--- src/rtl/bu_pkg.sv ---
// Package: location codes and widths shared by the branch unit.
// Assumes every instance uses these codes on its read and write ports.
package bu_pkg;
    localparam int LOC_W = 3;
    typedef enum logic [LOC_W-1:0] {
        LOC_PC  = 3'd0,
        LOC_REL = 3'd1,
        LOC_IND = 3'd2,
        LOC_ZT  = 3'd3,
        LOC_NZT = 3'd4,
        LOC_RET = 3'd5
    } loc_e;
endpackage

--- src/rtl/bu_target_sel.sv ---
// Module: two target holders with a read-side choice made by the zero flag.
// Assumes the loads are already qualified with the instruction step.
module bu_target_sel #(
    parameter int AW = 16
) (
    input  logic          clk,
    input  logic          rst_n,
    input  logic          ld_z,
    input  logic          ld_nz,
    input  logic [AW-1:0] din,
    input  logic          zero_flag,
    output logic [AW-1:0] sel_out
);
    logic [AW-1:0] z_q, nz_q;

    // Hold the taken and not-taken targets.
    always_ff @(posedge clk) begin
        if (!rst_n) begin
            z_q  <= '0;
            nz_q <= '0;
        end else begin
            if (ld_z)  z_q  <= din;
            if (ld_nz) nz_q <= din;
        end
    end

    // Pick a target from the current zero flag.
    always_comb sel_out = zero_flag ? z_q : nz_q;

    AST_NZ_HOLD: assert property (@(posedge clk) disable iff (!rst_n)
        (!ld_nz && !zero_flag && $past(rst_n) && !$past(ld_nz) && !$past(zero_flag))
        |-> sel_out == $past(sel_out));
endmodule

--- src/rtl/bu_ret_stack.sv ---
// Module: circular return-address stack.
// A push onto a full stack overwrites the oldest entry and sets a sticky flag.
// Assumes pop is only asserted together with a step.
module bu_ret_stack #(
    parameter int AW    = 16,
    parameter int DEPTH = 8
) (
    input  logic          clk,
    input  logic          rst_n,
    input  logic          push,
    input  logic          pop,
    input  logic [AW-1:0] din,
    output logic [AW-1:0] top,
    output logic          empty,
    output logic          ovf
);
    localparam int PTR_W = (DEPTH > 1) ? $clog2(DEPTH) : 1;
    localparam int CNT_W = $clog2(DEPTH + 1);
    localparam logic [PTR_W-1:0] LAST = PTR_W'(DEPTH - 1);
    localparam logic [CNT_W-1:0] FULL = CNT_W'(DEPTH);

    logic [AW-1:0]    mem [DEPTH];
    logic [PTR_W-1:0] head_q, head_inc, head_dec;
    logic [CNT_W-1:0] cnt_q;
    logic             pop_eff;

    // Compute the neighbouring slot indices with wrap.
    always_comb begin
        head_inc = (head_q == LAST) ? '0 : head_q + 1'b1;
        head_dec = (head_q == '0) ? LAST : head_q - 1'b1;
        empty    = (cnt_q == '0);
        pop_eff  = pop && !empty;
        top      = mem[head_dec];
    end

    // Update the pointer, the count and the overflow flag.
    always_ff @(posedge clk) begin
        if (!rst_n) begin
            head_q <= '0;
            cnt_q  <= '0;
            ovf    <= 1'b0;
        end else if (push && pop_eff) begin
            head_q <= head_q;
        end else if (push) begin
            head_q <= head_inc;
            if (cnt_q == FULL) ovf <= 1'b1;
            else               cnt_q <= cnt_q + 1'b1;
        end else if (pop_eff) begin
            head_q <= head_dec;
            cnt_q  <= cnt_q - 1'b1;
        end
    end

    // Write the storage slots.
    always_ff @(posedge clk) begin
        if (!rst_n) begin
            for (int i = 0; i < DEPTH; i++) mem[i] <= '0;
        end else if (push && pop_eff) begin
            mem[head_dec] <= din;
        end else if (push) begin
            mem[head_q] <= din;
        end
    end

    AST_PUSH_TOP: assert property (@(posedge clk) disable iff (!rst_n)
        (push && !pop) |=> (top == $past(din)) && !empty);
    AST_NO_OVERFLOW_CLEAR: assert property (@(posedge clk) disable iff (!rst_n)
        ovf |=> ovf);
    AST_POP_EMPTY: assert property (@(posedge clk) disable iff (!rst_n)
        (pop && !push && empty) |=> empty);
    AST_CNT_RANGE: assert property (@(posedge clk) disable iff (!rst_n)
        cnt_q <= FULL);
endmodule

--- src/rtl/bu_pc_next.sv ---
// Module: next program counter from the control writes and the return pop.
// Assumes at most one of the three control writes is active in a cycle.
module bu_pc_next #(
    parameter int AW = 16
) (
    input  logic [AW-1:0] pc,
    input  logic          wr_pc,
    input  logic          wr_rel,
    input  logic          wr_ind,
    input  logic [AW-1:0] data,
    input  logic          pop_eff,
    input  logic [AW-1:0] top,
    output logic [AW-1:0] seq_pc,
    output logic [AW-1:0] next_pc
);
    // Priority: control write, then return pop, then sequential.
    always_comb begin
        seq_pc = pc + 1'b1;
        if (wr_pc || wr_ind) next_pc = data;
        else if (wr_rel)     next_pc = seq_pc + data;
        else if (pop_eff)    next_pc = top;
        else                 next_pc = seq_pc;
    end
endmodule

--- src/rtl/move_branch_unit.sv ---
// Module: control-flow locations of a move-only processor. It holds the
// program counter, the relative and call locations, the zero and nonzero
// targets, and a return stack.
// Assumes one move per stepped cycle; rd_data is combinational so the fabric
// can route it to a destination within the same cycle.
module move_branch_unit #(
    parameter int AW       = 16,
    parameter int DEPTH    = 8,
    parameter logic [AW-1:0] RESET_PC = '0
) (
    input  logic          clk,
    input  logic          rst_n,
    input  logic          step,
    input  logic          zero_flag,
    input  logic          wr_en,
    input  logic [2:0]    wr_loc,
    input  logic [AW-1:0] wr_data,
    input  logic          rd_en,
    input  logic [2:0]    rd_loc,
    output logic [AW-1:0] rd_data,
    output logic [AW-1:0] pc,
    output logic          stack_ovf
);
    import bu_pkg::*;

    logic          wr_act, ld_z, ld_nz, wr_pc, wr_rel, wr_ind, pop, pop_eff;
    logic          stk_empty;
    logic [AW-1:0] sel_val, stk_top, seq_pc, next_pc;

    // Decode the destination and source of the current move.
    always_comb begin
        wr_act  = step && wr_en;
        ld_z    = wr_act && (wr_loc == LOC_ZT);
        ld_nz   = wr_act && (wr_loc == LOC_NZT);
        wr_pc   = wr_act && (wr_loc == LOC_PC);
        wr_rel  = wr_act && (wr_loc == LOC_REL);
        wr_ind  = wr_act && (wr_loc == LOC_IND);
        pop     = step && rd_en && (rd_loc == LOC_RET);
        pop_eff = pop && !stk_empty;
    end

    bu_target_sel #(.AW(AW)) u_sel (
        .clk(clk), .rst_n(rst_n), .ld_z(ld_z), .ld_nz(ld_nz),
        .din(wr_data), .zero_flag(zero_flag), .sel_out(sel_val)
    );

    bu_ret_stack #(.AW(AW), .DEPTH(DEPTH)) u_stk (
        .clk(clk), .rst_n(rst_n), .push(wr_ind), .pop(pop), .din(seq_pc),
        .top(stk_top), .empty(stk_empty), .ovf(stack_ovf)
    );

    bu_pc_next #(.AW(AW)) u_nxt (
        .pc(pc), .wr_pc(wr_pc), .wr_rel(wr_rel), .wr_ind(wr_ind),
        .data(wr_data), .pop_eff(pop_eff), .top(stk_top),
        .seq_pc(seq_pc), .next_pc(next_pc)
    );

    // Advance the program counter once per step.
    always_ff @(posedge clk) begin
        if (!rst_n)    pc <= RESET_PC;
        else if (step) pc <= next_pc;
    end

    // Present the value of the addressed source location.
    always_comb begin
        unique case (rd_loc)
            LOC_PC:          rd_data = pc;
            LOC_ZT, LOC_NZT: rd_data = sel_val;
            LOC_RET:         rd_data = stk_empty ? '0 : stk_top;
            default:         rd_data = '0;
        endcase
    end

    AST_JUMP_LOAD: assert property (@(posedge clk) disable iff (!rst_n)
        (step && wr_en && wr_loc == 3'd0) |=> pc == $past(wr_data));
    AST_REL_ADD: assert property (@(posedge clk) disable iff (!rst_n)
        (step && wr_en && wr_loc == 3'd1) |=> pc == AW'($past(pc) + 1 + $past(wr_data)));
    AST_SEQ_ADV: assert property (@(posedge clk) disable iff (!rst_n)
        (step && !(wr_en && wr_loc <= 3'd2) && !(rd_en && rd_loc == 3'd5))
        |=> pc == AW'($past(pc) + 1));
    AST_HOLD_IDLE: assert property (@(posedge clk) disable iff (!rst_n)
        !step |=> $stable(pc));
    AST_Z_SELECT: assert property (@(posedge clk) disable iff (!rst_n)
        ($past(rst_n) && $past(step && wr_en && wr_loc == 3'd3) && zero_flag && rd_loc == 3'd3)
        |-> rd_data == $past(wr_data));
endmodule

--- config.mk ---
export PLATFORM = sky130hd
export DESIGN_NAME = move_branch_unit
export DESIGN_NICKNAME = d
export VERILOG_FILES = /design/src/rtl/bu_pkg.sv /design/src/rtl/bu_target_sel.sv /design/src/rtl/bu_ret_stack.sv /design/src/rtl/bu_pc_next.sv /design/src/rtl/move_branch_unit.sv
export SDC_FILE = /design/constraint.sdc
export NUM_CORES = 1
export LEC_CHECK = 0
export BUFFER_PORTS_ARGS = -buffer_cell sky130_fd_sc_hd__buf_2
export CORE_ASPECT_RATIO = 1.2
export CORE_MARGIN = 3
export CORE_UTILIZATION = 65
export DETAILED_ROUTE_END_ITERATION = 7
export GPL_TIMING_DRIVEN = 0
export HOLD_SLACK_MARGIN = 0.06
export PLACE_DENSITY = 0.84
export SETUP_SLACK_MARGIN = 0.05
export SLEW_MARGIN = 25
export SYNTH_ARGS = -nofsm -noshare
export SYNTH_HDL_FRONTEND = slang
export SYNTH_SLANG_ARGS = --single-unit
--- constraint.sdc ---
create_clock -name clk -period 5 [get_ports clk]
set_input_delay 0.75 -clock clk [delete_from_list [all_inputs] [get_ports clk]]
set_output_delay 0.75 -clock clk [all_outputs]
set_load 0.03 [all_outputs]
==> flow_summary_export.csv, run 1 <==
group,metric,value,unit
outcome,status,"completed",
final_layout,multi_input_area,0.00504,sq mm
die,rows,50,
synth,synth_edf_count,128,
die,coreArea,0.0156,sq mm
final_layout,seq_area,0.00496,sq mm
clocking,root_buffer,"clkbuf_16",
sta,worstMarginPinSlew,0.972,ns
final_layout,area_growth,10.9,%
drt,drtPass1Iterations,6,
final_layout,nNetsFinal,1198,
clocking,cts_sinks,184,
grt,grt_use_total,36.6,%
place,gp_congestion,1.03,
sta,final.setup.tns,0,ns
power,p_int,2.49,mW
sta,grt_setup_unrepaired,"yes",
sta,hold_viol,0,
clocking,numCtsBuffers,17,
grt,overflow,0,
worst_hold_path,hold_path_end,"u_sel.z_q[13]$_SDFFE_PN0P_",
setup_path,crit_fanout,11,
synth,ys_types,82,
setup_path,arrival,4.19,ns
drt,antenna_left,0,
place,io_buffers,58,
setup_path,end_kind,"primary output",
worst_hold_path,hp-start,"u_sel.z_q[13]$_SDFFE_PN0P_",
power,switching_share,26.7,%
power,power.combinational.fraction,12.0,%
power,switching_power,905,uW
final_layout,stdcell_area,0.0116,sq mm
grt,antenna_found_initial,0,
synth,synthTopCellsByArea,"edfxtp_1 (37%), dfxtp_1 (11%), nor2_1 (6.1%)",
place,place_area,0.0110,sq mm
synth,netlist_area,0.0104,sq mm
grt,grt_max_degree,17,
drt,wire_per_inst,23.5,microns
clocking,clock_path_buffers,2,
sta,slew_headroom,34.8,%
die,die_h,145,microns
synth,async_flop_share,0,%
drt,vias_per_cell,6.69,
drt,drtIter0Drc,1302,
power,powerDensity,294,mW/mm^2
final_layout,diodes,0,
sta,max_freq,0.203,GHz
die,io_pins,61,
synth,ys_warn_count,0,
clocking,path_clk_slew,0.07,ns
worst_hold_path,min_path_type,"reg -> reg",
final_layout,drive_gt1_share,14.2,%
synth,synthesis.nets,1121,
sta,hold_slack,0.465,ns
setup_path,cp.required,4.25,ns
sta,setup_viol,0,
grt,grt_pass1_wl,48000,microns
sta,layout_min_cycle_time,4.94,ns
worst_hold_path,hold_path_depth,2,
die,die_w,122,microns
die,dieArea,0.0176,sq mm
die,start_util,66.6,%
setup_path,worstReg2RegEnd,"u_stk.mem[4][4]$_SDFFCE_PN0P_",
power,power.clock.fraction,38.0,%
synth,ys_seq_area_share,47.6,%
synth,synth_top_cell_area_share,36.9,%
synth,yosysTopAreaCell,"edfxtp_1",
clocking,htreeDepth,4,
synth,synth_flop_cell,"edfxtp_1",
final_layout,nFillCells,1167,
power,finalPower,3.40,mW
flow_run,drv_cap,0,
sta,slew_violations,0,
setup_path,ff2ff_path_depth,11,
setup_path,worstSetupPathType,"reg -> out",
drt,vias,9099,
clocking,clkLatencyLatePin,0.44,ns
grt,grt_pass1_vias,8690,
synth,avgSynthCellArea,9.81,sq um
synth,syn_inst,1062,
synth,ys_ff_latch,184,
drt,drc,0,
setup_path,worstReg2RegStart,"u_stk.head_q[0]$_SDFFE_PN0P_",
drt,routed_wl,32000,microns
setup_path,cp-start-kind,"flip-flop",
setup_path,r2r_slack,0.46,ns
place,dp_hpwl,22900,microns
power,power.leakage,4.34,nW
power,p_seq_share,50.1,%
clocking,cts_tree,"built",
power,vdd_drop_max,229,uV
sta,finalCritPeriodShare,98.8,%
sta,fin_worst_skew,0.0121,ns
==> Yosys cell counts, types with 3 or more instances <==
cell type  instances
a221oi_1          13
o21ai_1           11
nand2_1          120
nand3_1           28
mux2_2             5
ha_1              29
buf_4              5
edfxtp_1         128
a2111oi_0          7
xnor2_1           19
inv_1             23
nor3b_1            3
or3_1              3
and3_1             9
nor2b_1           24
inv_2              4
mux2i_1           47
a31o_1             3
or2_2              3
o211a_1            7
nand3b_1           7
o221ai_1          19
clkbuf_1          27
a22o_1             5
a21oi_1           44
dfxtp_1           56
buf_6              4
o31ai_1            7
nor2_1           168
a211oi_1          11
o21a_1             6
a21boi_0          20
nand4_1            3
nor3_1             8
a31oi_1           10
o21ai_0           32
o211ai_1          13
and2_1            13
a221o_1           13
a22oi_1            7
a21o_1             4
xor2_1            10
buf_2             28
nand2b_1           7
==> metrics by stage <==
stage	util, %	cells	worst slack, ns
after floorplan	-	1062	1.46
after global placement	70.2	1328	0.368
after detailed placement	70.2	1328	0.318
after CTS	73.7	1360	0.0883
after global routing	73.9	1360	-0.0698
final	73.9	1360	0.0620
==> how the worst max path moves through the flow <==
stage / start / end / slack (ns) / cells after the start
finish: u_stk.head_q[0]$_SDFFE_PN0P_ / rd_data[11] / 0.06 / 11
global route: u_stk.head_q[0]$_SDFFE_PN0P_ / rd_data[11] / -0.07 / 11
CTS: u_stk.head_q[0]$_SDFFE_PN0P_ / rd_data[10] / 0.09 / 14
detailed placement: u_stk.head_q[0]$_SDFFE_PN0P_ / rd_data[6] / 0.32 / 13
global placement: rd_loc[1] / u_stk.mem[5][3]$_SDFFCE_PN0P_ / 0.37 / 12
floorplan: u_stk.head_q[0]$_SDFFE_PN0P_ / rd_data[1] / 1.46 / 12
==> flip-flops by register name, summed over array words and instances (netlist names) <==
signal	cells
u_stk.ovf	1
u_stk.mem	128
u_sel.z_q	16
u_stk.cnt_q	4
u_sel.nz_q	16
pc	16
u_stk.head_q	3
==> layout make-up <==
| cell class | count | share of cell area (%) |
|---|---|---|
| clock inverter | 14 | 1.09 |
| sequential | 184 | 43.0 |
| clock buffer | 18 | 3.71 |
| timing repair buffer | 58 | 2.51 |
| multi-input combinational | 784 | 43.6 |
| buffer | 67 | 2.96 |
| tap | 208 | 2.25 |
| inverter | 27 | 0.877 |
==> cell usage in the layout (no fill, tap or decap), types with 11 or more instances in the layout <==
| cell type | n |
|---|---|
| a211oi_1 | 11 |
| a21boi_0 | 20 |
| a21oi_1 | 44 |
| a221o_1 | 13 |
| a221oi_1 | 13 |
| and2_1 | 13 |
| buf_2 | 86 |
| clkbuf_1 | 26 |
| clkbuf_16 | 17 |
| dfxtp_1 | 56 |
| edfxtp_1 | 128 |
| ha_1 | 29 |
| inv_1 | 23 |
| mux2i_1 | 47 |
| nand2_1 | 120 |
| nand3_1 | 28 |
| nor2_1 | 167 |
| nor2b_1 | 24 |
| o211ai_1 | 13 |
| o21ai_0 | 32 |
| o221ai_1 | 19 |
| xnor2_1 | 17 |
==> cell families after synthesis <==
kind of cell / after synthesis / synth area share [%]
AND/OR/NAND/NOR: 414 / 18.4
AO/OA/AOI/OAI: 253 / 17.4
flip-flops: 184 / 47.6
buffers and inverters: 94 / 4.23
multiplexers: 54 / 5.49
XOR/XNOR: 32 / 3.01
adder cells (fa/ha/maj): 31 / 3.87
==> worst max-delay path: stages, from the launching register on <==
cell and delay, ns:
dfxtp_1 0.47, inv_2 0.17, buf_2 0.25, clkbuf_2 0.32, ha_1 0.30, buf_2 0.19, nor2b_1 0.16, o31ai_1 0.67
a211oi_1 0.13, a221oi_1 0.59, a221o_1 0.28, buf_2 0.21
==> routing by layer <==
| layer | track usage [%] | vias to the layer above | wire, microns |
|---|---|---|---|
| met5 | 0 | - | 0 |
| met2 | 62.6 | 642 | 15700 |
| met1 | 43.9 | 4265 | 11400 |
| li1 | - | 4038 | - |
| met4 | 19.6 | 0 | 1690 |
| met3 | 6.84 | 154 | 3150 |
==> power groups by stage <==
| stage | sequential, mW | clock, mW | combinational (mW) |
|---|---|---|---|
| floorplan | 1.74 | 0 | 0.251 |
| global placement | 1.73 | 0 | 0.383 |
| detailed placement | 1.73 | 0 | 0.389 |
| CTS | 1.70 | 1.27 | 0.394 |
| global route | 1.70 | 1.35 | 0.432 |
| finish | 1.70 | 1.29 | 0.406 |
==> what timing repair did <==
| action | in CTS | in global routing |
|---|---|---|
| buffers inserted | 0 | 0 |
| pin swaps | 0 | 0 |
| setup endpoints to repair | 8 | 6 |
| hold buffers | 0 | 0 |
| cloned | 0 | 0 |
| resized for setup | 1 | 4 |
Power figures use the tool's default switching activity.
==> run 2, diff against run 1 <==
--- a/config.mk
+++ b/config.mk
@@ -8,11 +8,11 @@
 export BUFFER_PORTS_ARGS = -buffer_cell sky130_fd_sc_hd__buf_2
 export CORE_ASPECT_RATIO = 1.2
 export CORE_MARGIN = 3
-export CORE_UTILIZATION = 65
+export CORE_UTILIZATION = 62
 export DETAILED_ROUTE_END_ITERATION = 7
 export GPL_TIMING_DRIVEN = 0
 export HOLD_SLACK_MARGIN = 0.06
-export PLACE_DENSITY = 0.84
+export PLACE_DENSITY = 0.81
 export SETUP_SLACK_MARGIN = 0.05
 export SLEW_MARGIN = 25
 export SYNTH_ARGS = -nofsm -noshare
==> constraint.sdc (replaced) <==
create_clock -name clk -period 4.9 [get_ports clk]
set_input_delay 0.735 -clock clk [delete_from_list [all_inputs] [get_ports clk]]
set_output_delay 0.735 -clock clk [all_outputs]
set_load 0.03 [all_outputs]
==> run 2 against run 1 <==
Effect of this change:
- combinational power up 1%
- routed wire length is 0.24% lower
- total power rose by 5.9%
- core utilization decreased by 2.8 points
- clock skew decreased by 0.0039 ns
- global-route usage shrank 2.0 points
- critical endpoint unchanged
- highest routed layer unchanged
==> flow_summary_export.csv, run 2 (synthesis results as in run 1) <==
group,metric,value,unit
sta,layout_min_cycle_time,4.74,ns
place,gp_congestion,0.962,
sta,max_freq,0.211,GHz
power,powerDensity,310,mW/mm^2
drt,drtIter0Drc,1219,
setup_path,r2r_slack,0.53,ns
power,vdd_drop_max,203,uV
final_layout,layout_common_cells,"nor2_1 (168), edfxtp_1 (128), nand2_1 (120), buf_2 (86), dfxtp_1 (56)",
final_layout,max_flop_register,"u_stk.mem",
final_layout,diodes,0,
flow_run,drv_cap,0,
die,die_w,124,microns
grt,overflow,0,
die,start_util,63.8,%
die,io_pins,61,
drt,antenna_left,0,
clocking,numCtsBuffers,17,
die,dieArea,0.0184,sq mm
outcome,status,"completed",
setup_path,end_kind,"primary output",
drt,vias_per_cell,6.64,
setup_path,arrival,4.00,ns
grt,met2_usage,59.1,%
place,dp_hpwl,23200,microns
sta,worstMarginPinSlew,1.03,ns
sta,hold_viol,0,
clocking,clkLatencyLatePin,0.44,ns
setup_path,cp-start-kind,"flip-flop",
sta,hold_slack,0.463,ns
drt,routed_wl,31900,microns
clocking,path_clk_slew,0.07,ns
final_layout,nNetsFinal,1198,
clocking,cts_setup_buffers,0,
final_layout,mostFrequentLayoutCell,"nor2_1",
grt,grt_use_total,34.6,%
die,rows,51,
grt,met3_usage,6.47,%
sta,slew_violations,0,
setup_path,crit_fanout,11,
sta,fin_worst_skew,0.00819,ns
place,io_buffers,58,
sta,finalWorstSetupSlack,0.162,ns
power,power.leakage,4.36,nW
die,coreArea,0.0163,sq mm
clocking,cts_tree,"built",
drt,vias,9063,
clocking,cts_sinks,184,
worst_hold_path,min_path_type,"reg -> reg",
clocking,clock_path_buffers,2,
grt,grt.busiest_layer,"met2",
final_layout,drive_gt1_share,14.2,%
grt,grt_pass1_wl,48900,microns
final_layout,area_growth,11.4,%
final_layout,largest_reg_flops,128,
sta,slew_headroom,30.6,%
die,die_h,148,microns
sta,final.setup.tns,0,ns
place,post-place-ws,0.295,ns
sta,setup_viol,0,
clocking,cts_hold_buf,0,
setup_path,cp.required,4.16,ns
drt,drtPass1Iterations,6,
grt,met1_usage,40.5,%
grt,antenna_found_initial,0,
clocking,htreeDepth,4,
sta,finalCritPeriodShare,96.7,%
sta,grt_setup_unrepaired,"no",
power,finalPower,3.60,mW
grt,grt_max_degree,18,
setup_path,worstSetupPathType,"reg -> out",
drt,drc,0,
clocking,cts_resized,1,
clocking,root_buffer,"clkbuf_16",
drt,wire_per_inst,23.4,microns
grt,grt_pass1_vias,8923,
## run 2: cell count changes in the layout (fill, tap and decap cells not counted), sizes merged
cell / change
bufinv: +2
clkbuf: -1
clkinv: -8
clkinvlp: +1
inv: +6
## run 2: worst paths after layout
kind,from,endpoint,cells after the start
hold / removal,u_stk.ovf$_SDFFE_PN0P_,u_stk.ovf$_SDFFE_PN0P_,1
hold reg to reg,u_stk.ovf$_SDFFE_PN0P_,u_stk.ovf$_SDFFE_PN0P_,1
setup reg to reg,u_stk.head_q[0]$_SDFFE_PN0P_,u_stk.mem[4][15]$_SDFFCE_PN0P_,11
setup / recovery,u_stk.head_q[0]$_SDFFE_PN0P_,rd_data[11],11
## run 2: stage by stage
stage | instance area, sq um | std cells | util, %
global route | 11600 | 1364 | 71.1
CTS | 11600 | 1364 | 71.0
detailed placement | 11000 | 1332 | 67.2
finish | 11600 | 1364 | 71.1
floorplan | 10400 | 1062 | -
global placement | 11000 | 1332 | 67.2
## run 2: where the power goes
group          switching, mW  leakage, nW  internal (mW)  total (mW)
combinational          0.279         2.30          0.133       0.412
sequential            0.0308         1.78           1.71        1.74
clock                  0.632        0.292          0.815        1.45
## run 2: layout make-up
class / instances / area, sq um
fillers: 1311 / 4720
clock inverters: 15 / 186
multi-input cells: 784 / 5040
clock buffers: 17 / 425
plain buffers: 67 / 342
inverters: 27 / 101
repair buffers: 58 / 290
flip-flops and latches: 184 / 4960
well taps: 212 / 265
## run 2: metal layers
metal	vias to the layer above	share of wire, %
met5	-	0
met4	0	6.2
met3	154	9.7
met2	621	49
met1	4238	35
li1	4050	-
## run 2: worst max-delay path, cell delays in order, from the launching register on
cell	delay [ns]
dfxtp_1	0.46
inv_2	0.16
buf_2	0.25
clkbuf_2	0.31
ha_1	0.29
buf_2	0.18
nor2b_1	0.16
o31ai_1	0.66
a211oi_1	0.11
a221oi_1	0.55
a221o_1	0.24
buf_2	0.20
==> run 3, diff against run 2 <==
--- a/config.mk
+++ b/config.mk
@@ -7,7 +7,6 @@
 export LEC_CHECK = 0
 export BUFFER_PORTS_ARGS = -buffer_cell sky130_fd_sc_hd__buf_2
 export CORE_ASPECT_RATIO = 1.2
-export CORE_MARGIN = 3
 export CORE_UTILIZATION = 62
 export DETAILED_ROUTE_END_ITERATION = 7
 export GPL_TIMING_DRIVEN = 0
==> constraint.sdc (replaced) <==
create_clock -name clk -period 4.5 [get_ports clk]
set_input_delay 0.675 -clock clk [delete_from_list [all_inputs] [get_ports clk]]
set_output_delay 0.675 -clock clk [all_outputs]
set_load 0.03 [all_outputs]
==> run 3 against run 2 <==
Effect of this change:
- largest power group unchanged
- global-route usage is 3.5 points higher
- clock skew is 0.0013 ns lower
- final cell count hardly changed
- non-clock buffer count is 1 higher
- worst hold slack worse by 0.0033 ns
- first-iteration DRC count is 4.1% higher
- routed wire length is 0.27% higher
- critical endpoint is now rd_data[5]
==> flow_summary_export.csv, run 3 (synthesis results as in run 1) <==
group,metric,value,unit
power,p_int,2.82,mW
drt,vias,8964,
setup_path,path_cells,"inv_2, buf_4, buf_4, ha_1, buf_6, nand2b_1, buf_4, nand2_2, mux4_2, a2bb2oi_1, o221ai_1, buf_2",
sta,worstMarginPinSlew,1.01,ns
clocking,root_buffer,"clkbuf_16",
sta,finalWorstSetupSlack,0.133,ns
die,io_pins,61,
setup_path,r2r_slack,0.32,ns
sta,grt_setup_unrepaired,"no",
drt,routed_wl,32000,microns
sta,fin_worst_skew,0.00693,ns
power,switching_share,26.1,%
final_layout,largest_reg_flops,128,
drt,drc,0,
worst_hold_path,min_path_type,"reg -> reg",
drt,antenna_left,0,
grt,overflow,0,
setup_path,arrival,3.69,ns
setup_path,cp.required,3.83,ns
grt,grt_use_total,38.1,%
final_layout,diodes,0,
grt,grt_pass1_vias,8707,
sta,hold_slack,0.460,ns
power,switching_power,995,uW
setup_path,worstSetupPathType,"reg -> out",
clocking,clock_path_buffers,2,
sta,hold_viol,0,
grt,met3_usage,7.26,%
final_layout,area_growth,11.6,%
final_layout,multi_input_area,0.00509,sq mm
sta,slew_violations,0,
power,power.leakage,4.36,nW
clocking,cts_hold_buf,0,
final_layout,final_cells,1365,
sta,final.setup.tns,0,ns
power,powerDensity,328,mW/mm^2
die,die_w,120,microns
setup_path,cp-start-kind,"flip-flop",
final_layout,nFillCells,1291,
setup_path,critPathTopFamily,"buffers and inverters",
power,vdd_drop_max,254,uV
die,die_h,144,microns
die,rows,51,
place,dp_hpwl,23200,microns
clocking,path_clk_slew,0.07,ns
power,power.clock.fraction,38.5,%
die,start_util,63.8,%
clocking,numCtsBuffers,17,
sta,setup_viol,0,
final_layout,seq_area,0.00497,sq mm
sta,layout_min_cycle_time,4.37,ns
outcome,status,"completed",
grt,grt.busiest_layer,"met2",
final_layout,max_flop_register,"u_stk.mem",
setup_path,end_kind,"primary output",
sta,finalCritPeriodShare,97.0,%
sta,max_freq,0.229,GHz
clocking,cts_tree,"built",
clocking,cts_sinks,184,
place,placed_cells,1332,
clocking,clkLatencyLatePin,0.44,ns
power,p_seq_share,49.5,%
power,power.combinational.fraction,11.9,%
die,dieArea,0.0173,sq mm
drt,drtPass1Iterations,6,
flow_run,drv_cap,0,
place,io_buffers,58,
drt,drtIter0Drc,1269,
drt,vias_per_cell,6.57,
die,coreArea,0.0163,sq mm
final_layout,drive_gt1_share,14.8,%
grt,met2_usage,66.5,%
setup_path,cpMostUsedCell,"buf_4",
final_layout,layout_common_cells,"nor2_1 (167), edfxtp_1 (128), nand2_1 (119), buf_2 (84), dfxtp_1 (55)",
final_layout,mostFrequentLayoutCell,"nor2_1",
setup_path,worst_path_max_delay_cell,"mux4_2",
grt,grt_pass1_wl,48300,microns
drt,wire_per_inst,23.4,microns
setup_path,crit_buf_inv,6,
grt,grt_max_degree,17,
place,gp_congestion,0.990,
setup_path,max_stage_delay,0.54,ns
final_layout,nNetsFinal,1199,
place,post-place-ws,-0.0829,ns
grt,antenna_found_initial,0,
grt,met1_usage,44.2,%
clocking,htreeDepth,4,
setup_path,crit_fanout,11,
sta,slew_headroom,32.5,%
run 3: power groups by stage:
stage               logic [mW]  registers (mW)  clock network [mW]
global placement         0.429            1.92                   0
detailed placement       0.434            1.93                   0
global route             0.484            1.90                1.53
floorplan                0.278            1.93                   0
finish                   0.456            1.89                1.47
CTS                      0.439            1.89                1.46
run 3: final timing paths:
path                                                        to                         start  cells after the start
worst min-delay path                    u_stk.ovf$_SDFFE_PN0P_        u_stk.ovf$_SDFFE_PN0P_                      1
worst min register to register          u_stk.ovf$_SDFFE_PN0P_        u_stk.ovf$_SDFFE_PN0P_                      1
worst max-delay path                                rd_data[5]  u_stk.head_q[0]$_SDFFE_PN0P_                     12
worst max register to register  u_stk.mem[4][14]$_SDFFCE_PN0P_   u_stk.cnt_q[0]$_SDFFE_PN0P_                     11
run 3: layout make-up:
type	instances	share of cell area [%]
clock inverter	12	1.09
timing repair buffer	59	2.56
clock buffer	20	3.75
sequential	184	42.7
tap	212	2.28
inverter	27	0.871
buffer	67	3.00
multi-input combinational	784	43.8
run 3: timing repair:
action / 4_1_cts / 5_1_grt
setup buffers: 0 / 1
pin swaps: 0 / 1
resized for setup: 9 / 8
gates cloned: 0 / 0
endpoints found under the setup margin: 32 / 29
run 3: metrics by stage:
stage / area, sq um / total power, mW / util (%)
detailed placement: 11000 / 2.36 / 67.2
finish: 11600 / 3.82 / 71.2
CTS: 11600 / 3.79 / 70.8
floorplan: 10400 / 2.21 / -
global route: 11600 / 3.91 / 71.2
global placement: 11000 / 2.35 / 67.2
run 3: per-layer routing:
| metal | wire length, microns | part of all wire [%] | vias up |
|---|---|---|---|
| met5 | 0 | 0 | - |
| met4 | 1650 | 5.2 | 0 |
| met3 | 2900 | 9.1 | 137 |
| met2 | 16000 | 50 | 574 |
| met1 | 11400 | 36 | 4214 |
| li1 | - | - | 4039 |
